--- config.mk ---
export PLATFORM = sky130hd
export DESIGN_NAME = vint_chain_ctrl
export DESIGN_NICKNAME = d
export VERILOG_FILES = /design/src/rtl/vint_pkg.sv /design/src/rtl/vint_prio.sv /design/src/rtl/vint_vec_bank.sv /design/src/rtl/vint_isr_track.sv /design/src/rtl/vint_chain_ctrl.sv
export SDC_FILE = /design/constraint.sdc
export NUM_CORES = 1
export LEC_CHECK = 0
export BUFFER_PORTS_ARGS = -buffer_cell sky130_fd_sc_hd__buf_2
export CAP_MARGIN = 40
export CELL_PAD_IN_SITES_DETAIL_PLACEMENT = 0
export CELL_PAD_IN_SITES_GLOBAL_PLACEMENT = 2
export CORE_ASPECT_RATIO = 1.75
export CORE_MARGIN = 4
export CORE_UTILIZATION = 38
export CTS_BUF_LIST = sky130_fd_sc_hd__clkbuf_16
export DETAILED_ROUTE_END_ITERATION = 8
export PLACE_DENSITY = 0.9
export SLEW_MARGIN = 5
export SYNTH_ARGS = -nofsm -noshare
export SYNTH_HDL_FRONTEND = slang
export SYNTH_SLANG_ARGS = --single-unit
--- constraint.sdc ---
create_clock -name clk -period 4.9 [get_ports clk]
set_input_delay 0.98 -clock clk [delete_from_list [all_inputs] [get_ports clk]]
set_output_delay 0.98 -clock clk [all_outputs]
set_load 0.05 [all_outputs]
--- src/rtl/vint_pkg.sv ---
package vint_pkg;
    localparam logic [7:0] RET_CODE = 8'h4D;
    localparam int unsigned PORT_W = 8;
endpackage

--- src/rtl/vint_prio.sv ---
module vint_prio #(
    parameter int unsigned N    = 7,
    parameter int unsigned IDXW = (N > 1) ? $clog2(N) : 1
) (
    input  logic            clk,
    input  logic            rst_n,
    input  logic [N-1:0]    pend,
    input  logic [N-1:0]    en,
    input  logic [N-1:0]    isr,
    output logic [N-1:0]    grant,
    output logic [IDXW-1:0] grant_idx,
    output logic            any
);
    logic [N-1:0] blk;
    logic [N-1:0] elig;
    logic [N:0]   seen;

    assign seen[0] = 1'b0;

    // blocked = some in-service bit at this index or any lower index
    generate
        for (genvar i = 0; i < N; i++) begin : g_chain
            if (i == 0) begin : g_first
                assign blk[i] = isr[i];
            end else begin : g_rest
                assign blk[i] = blk[i-1] | isr[i];
            end
            assign elig[i]   = pend[i] & en[i] & ~blk[i];
            assign grant[i]  = elig[i] & ~seen[i];
            assign seen[i+1] = seen[i] | elig[i];
        end
    endgenerate

    assign any = seen[N];

    always_comb begin
        grant_idx = '0;
        for (int i = N - 1; i >= 0; i--) begin
            if (grant[i]) grant_idx = IDXW'(i);
        end
    end

    // at most one winner, and only from enabled requesters
    assert_grant_onehot_R1: assert property (@(posedge clk) disable iff (!rst_n)
        $onehot0(grant));
    assert_grant_enabled_R7: assert property (@(posedge clk) disable iff (!rst_n)
        ((grant & ~(pend & en)) == '0));
endmodule

--- src/rtl/vint_vec_bank.sv ---
module vint_vec_bank #(
    parameter int unsigned N    = 7,
    parameter int unsigned VW   = 16,
    parameter int unsigned IDXW = (N > 1) ? $clog2(N) : 1
) (
    input  logic            clk,
    input  logic            rst_n,
    input  logic            we,
    input  logic [IDXW-1:0] widx,
    input  logic [VW-1:0]   wdata,
    input  logic [IDXW-1:0] ridx,
    output logic [VW-1:0]   rdata
);
    logic [VW-1:0] vec_d [N];
    logic [VW-1:0] vec_q [N];

    always_comb begin
        for (int i = 0; i < N; i++) begin
            vec_d[i] = vec_q[i];
            if (we && (widx == IDXW'(i))) vec_d[i] = wdata;
        end
    end

    always_ff @(posedge clk) begin
        for (int i = 0; i < N; i++) begin
            if (!rst_n) vec_q[i] <= '0;
            else        vec_q[i] <= vec_d[i];
        end
    end

    always_comb begin
        rdata = '0;
        for (int i = 0; i < N; i++) begin
            if (ridx == IDXW'(i)) rdata = vec_q[i];
        end
    end

    assert_write_lands_R9: assert property (@(posedge clk) disable iff (!rst_n)
        we && (int'(widx) < N) |=> (vec_q[$past(widx)] == $past(wdata)));
endmodule

--- src/rtl/vint_isr_track.sv ---
module vint_isr_track #(
    parameter int unsigned N = 7
) (
    input  logic         clk,
    input  logic         rst_n,
    input  logic [N-1:0] ack_set,
    input  logic         ret_hit,
    output logic [N-1:0] isr
);
    logic [N-1:0] isr_d;
    logic [N-1:0] isr_q;
    logic [N-1:0] lowest;

    assign lowest = isr_q & (~isr_q + N'(1));

    always_comb begin
        isr_d = isr_q;
        if (ret_hit) isr_d = isr_d & ~lowest;
        isr_d = isr_d | ack_set;
    end

    always_ff @(posedge clk) begin
        if (!rst_n) isr_q <= '0;
        else        isr_q <= isr_d;
    end

    assign isr = isr_q;

    assert_ack_marks_R4: assert property (@(posedge clk) disable iff (!rst_n)
        (ack_set != '0) && !ret_hit |=>
            ($countones(isr_q) == $countones($past(isr_q)) + 1));
    assert_ret_lowest_R6: assert property (@(posedge clk) disable iff (!rst_n)
        ret_hit && (ack_set == '0) && (isr_q != '0) |=>
            ($countones(isr_q) + 1 == $countones($past(isr_q))) &&
            ((isr_q & ~$past(isr_q)) == '0));
    assert_hold_R6: assert property (@(posedge clk) disable iff (!rst_n)
        !ret_hit && (ack_set == '0) |=> $stable(isr_q));
endmodule

--- src/rtl/vint_chain_ctrl.sv ---
module vint_chain_ctrl #(
    parameter int unsigned NSRC = 7,
    parameter int unsigned VW   = 16,
    localparam int unsigned IDXW = (NSRC > 1) ? $clog2(NSRC) : 1
) (
    input  logic            clk,
    input  logic            rst_n,
    input  logic [NSRC-1:0] req_i,
    input  logic            en_we_i,
    input  logic [NSRC-1:0] en_data_i,
    input  logic            vec_we_i,
    input  logic [IDXW-1:0] vec_idx_i,
    input  logic [VW-1:0]   vec_wdata_i,
    input  logic            ack_i,
    input  logic            ret_we_i,
    input  logic [7:0]      ret_data_i,
    output logic            irq_o,
    output logic [VW-1:0]   vec_o
);
    import vint_pkg::*;

    typedef struct packed {
        logic [NSRC-1:0] pend;
        logic [NSRC-1:0] en;
        logic [VW-1:0]   vec;
    } ctl_t;

    ctl_t ctl_d, ctl_q;

    logic [NSRC-1:0] grant;
    logic [IDXW-1:0] grant_idx;
    logic            any;
    logic [NSRC-1:0] isr;
    logic [VW-1:0]   vec_rd;
    logic [NSRC-1:0] ack_set;
    logic            ret_hit;

    assign ret_hit = ret_we_i && (ret_data_i == RET_CODE);
    assign ack_set = ack_i ? grant : '0;

    vint_prio #(.N(NSRC), .IDXW(IDXW)) u_prio (
        .clk       (clk),
        .rst_n     (rst_n),
        .pend      (ctl_q.pend),
        .en        (ctl_q.en),
        .isr       (isr),
        .grant     (grant),
        .grant_idx (grant_idx),
        .any       (any)
    );

    vint_vec_bank #(.N(NSRC), .VW(VW), .IDXW(IDXW)) u_bank (
        .clk   (clk),
        .rst_n (rst_n),
        .we    (vec_we_i),
        .widx  (vec_idx_i),
        .wdata (vec_wdata_i),
        .ridx  (grant_idx),
        .rdata (vec_rd)
    );

    vint_isr_track #(.N(NSRC)) u_isr (
        .clk     (clk),
        .rst_n   (rst_n),
        .ack_set (ack_set),
        .ret_hit (ret_hit),
        .isr     (isr)
    );

    always_comb begin
        ctl_d = ctl_q;
        if (ack_i) begin
            ctl_d.pend = ctl_q.pend & ~grant;
            ctl_d.vec  = any ? vec_rd : '0;
        end
        ctl_d.pend = ctl_d.pend | req_i;
        if (en_we_i) ctl_d.en = en_data_i;
    end

    always_ff @(posedge clk) begin
        if (!rst_n) ctl_q <= '0;
        else        ctl_q <= ctl_d;
    end

    assign irq_o = any;
    assign vec_o = ctl_q.vec;

    assert_irq_source_R2: assert property (@(posedge clk) disable iff (!rst_n)
        irq_o |-> ((ctl_q.pend & ctl_q.en) != '0));
    assert_empty_ack_zero_R3: assert property (@(posedge clk) disable iff (!rst_n)
        ack_i && !irq_o |=> (vec_o == '0));
    assert_vec_hold_R3: assert property (@(posedge clk) disable iff (!rst_n)
        !ack_i |=> $stable(vec_o));
    assert_ack_consumes_R4: assert property (@(posedge clk) disable iff (!rst_n)
        ack_i && irq_o && ((req_i & grant) == '0) |=>
            ($countones(ctl_q.pend) <= $countones($past(ctl_q.pend | req_i)) - 1));
endmodule

==> impl_metrics.ini <==
[floorplan]
die_x_um = 111
die_h_um = 188
io_pins = 64
core_area_um2 = 18100
rows = 65
start_util_pct = 38.8
die-area_um2 = 20900

[timing]
fin_setup_tns_ns = 0
final-hold-violation-count = 0
rsz0062_at_grt = no
max_clock_freq_mhz = 302
hold_ws_ns = 0.460
relSlewSlack_pct = 38.2
tightestPinTransition_ns = 0.923
period_share_pct = 67.6
min_period_ns = 3.31
finalSetupViolCount = 0
drv_slew = 0
finalClockSkew_ns = 0.0103

[cts]
cts.sink_count = 149
cts.htree.levels = 4
cts_tree = done
clk_latency_ns = 0.43
cts_made_buffers = 17
cts_setup_buffers = 0
cts_buffer_depth = 2
cts_hold_buffers = 0
root_buffer = clkbuf_16
path_clk_slew_ns = 0.06
ctsResizeCount = 0

[power_and_ir_drop]
p_leak_nw = 2.97
p_per_area_nw_per_um2 = 346
vdd_drop_max_mv = 0.217

[global_route]
grt_pass1_vias = 6071
grt_pass1_wl_um = 34600
grt_util_all_layers_pct = 21.3
antenna_found_initial = 0
grt_start_max_net_pins = 91
grt_overflow = 0

[setup_path]
crit_required_ns = 3.92
crit_arrival_ns = 2.33
worst-path-max-fanout = 10
criticalPathCategory = flop to primary output
cp-startpoint = u_isr.isr[0]
cp-end-kind = primary output
cp-start-kind = flop
worstReg2RegStart = u_isr.isr[0]

[synth]
ys_seq_area_share_pct = 42.3
synthesis.nets = 919
syn_area_per_cell_um2 = 8.08
ys.flop_type = dfxtp_1
ys_seq_elements = 149
synth_top_area_share_pct = 42.3
synth_top_area_cell = dfxtp_1
yosysMostFrequentCell = nand2_1
synthArstFlopShare_pct = 0
synth_edf_count = 0
yosysWarningCount = 0
syn_inst = 872
synth_cell_types = 49
netlist_top_cells_count = nand2_1 (245), dfxtp_1 (149), a21boi_0 (118), clkbuf_1 (47), o211ai_1 (39)
yosys-top-cells-area = dfxtp_1 (42%), nand2_1 (13%), a21boi_0 (13%), o211ai_1 (4.2%), nor2b_1 (2.8%)
syn-cell-area_um2 = 7050

[detailed_routing]
final_antenna_net_count = 0
route.met3.wl_um = 766
met2WireLength_um = 12000
drt-wirelength-per-cell_um = 19.4
drtIter0Drc = 340
drt_wl_total_um = 22300
top_layer = met4
viasPerCell = 5.41
drtPass1Iterations = 5
wl_met1_um = 8880
vias = 6230
drcViolationCount = 0

[finish]
diodes = 0
final_cells = 1151
nets = 951
drive_above_1_share_pct = 14.5
multi_input_area_um2 = 3680
n_fill_cell = 1868
synthToLayoutAreaGrowth_pct = 15.8
ff_latch_area_um2 = 2980

[flow_run]
maxCapViolCount = 0

[outcome]
outcome = finished, final reports clean

[worst_hold_path]
hp-start = u_bank.vec_q[1][38]
min_path_type = flop to flop

[placed_design]
place.gp.congestion = 0.787
numPortBuffers = 63
placed_cells = 1119
dp_hpwl_um = 15400
report_power, final:
| part | switching, mW | leakage (nW) | internal [mW] |
|---|---|---|---|
| Combinational | 0.186 | 1.50 | 0.107 |
| Sequential | 0.0206 | 1.21 | 1.24 |
| Clock | 0.523 | 0.261 | 0.741 |
| Total | 0.729 | 2.97 | 2.09 |
metal layers:
layer | GRT usage [%] | up-vias
li1 | - | 3059
met1 | 23.7 | 2991
met2 | 40.0 | 146
met3 | 3.29 | 34
met4 | 8.16 | 0
met5 | 0 | -
state kept, by name (all words and copies together) (netlist names):
name,count
u_bank.vec_q,112
ctl_q,14
vec_o,16
u_isr.isr,7
worst max-delay path, stage by stage, from the launching register on:
cell     delay, ns
dfxtp_1       0.39
or3_1         0.50
or2_2         0.38
nand3_1       0.22
or2_2         0.16
buf_2         0.25
metrics by stage:
stage	power [mW]	worst slack (ns)	util [%]	area, µm²
final	2.82	1.59	45.0	8160
after global routing	2.92	1.42	45.0	8160
after CTS	2.84	1.58	45.0	8160
after detailed placement	1.58	1.63	41.9	7590
after global placement	1.57	1.65	40.8	7410
after floorplan	1.47	2.32	-	7050
path summary, 6_finish.rpt:
path                         endpoint  slack [ns]  cells past startpoint
setup / recovery                irq_o        1.59                      5
hold / removal    u_bank.vec_q[1][38]        0.46                      2
setup reg to reg            vec_o[13]        1.62                      7
hold reg to reg   u_bank.vec_q[1][38]        0.46                      2
layout by cell type, fill, tap and decap left out, types with 22 or more instances in the layout:
| cell type | instances |
|---|---|
| dfxtp_1 | 149 |
| buf_2 | 62 |
| a21boi_0 | 118 |
| o211ai_1 | 39 |
| nor2b_1 | 31 |
| o21ai_0 | 23 |
| nor2_1 | 22 |
| a21oi_1 | 25 |
| nand2_1 | 245 |
cell type report:
| class | instances | area share [%] |
|---|---|---|
| inverter | 15 | 0.690 |
| multi-input combinational | 635 | 45.1 |
| sequential | 149 | 36.6 |
| clock buffer | 17 | 5.21 |
| timing repair buffer | 86 | 7.11 |
| clock inverter | 15 | 1.73 |
| tap | 234 | 3.59 |
kinds of logic after synthesis:
group | share of synthesized area, %
compound gates | 26.1
buf+inv | 6.06
flops | 42.3
mux | 1.14
simple gates | 24.3
Note: power is estimated with default switching activity, not from simulation.
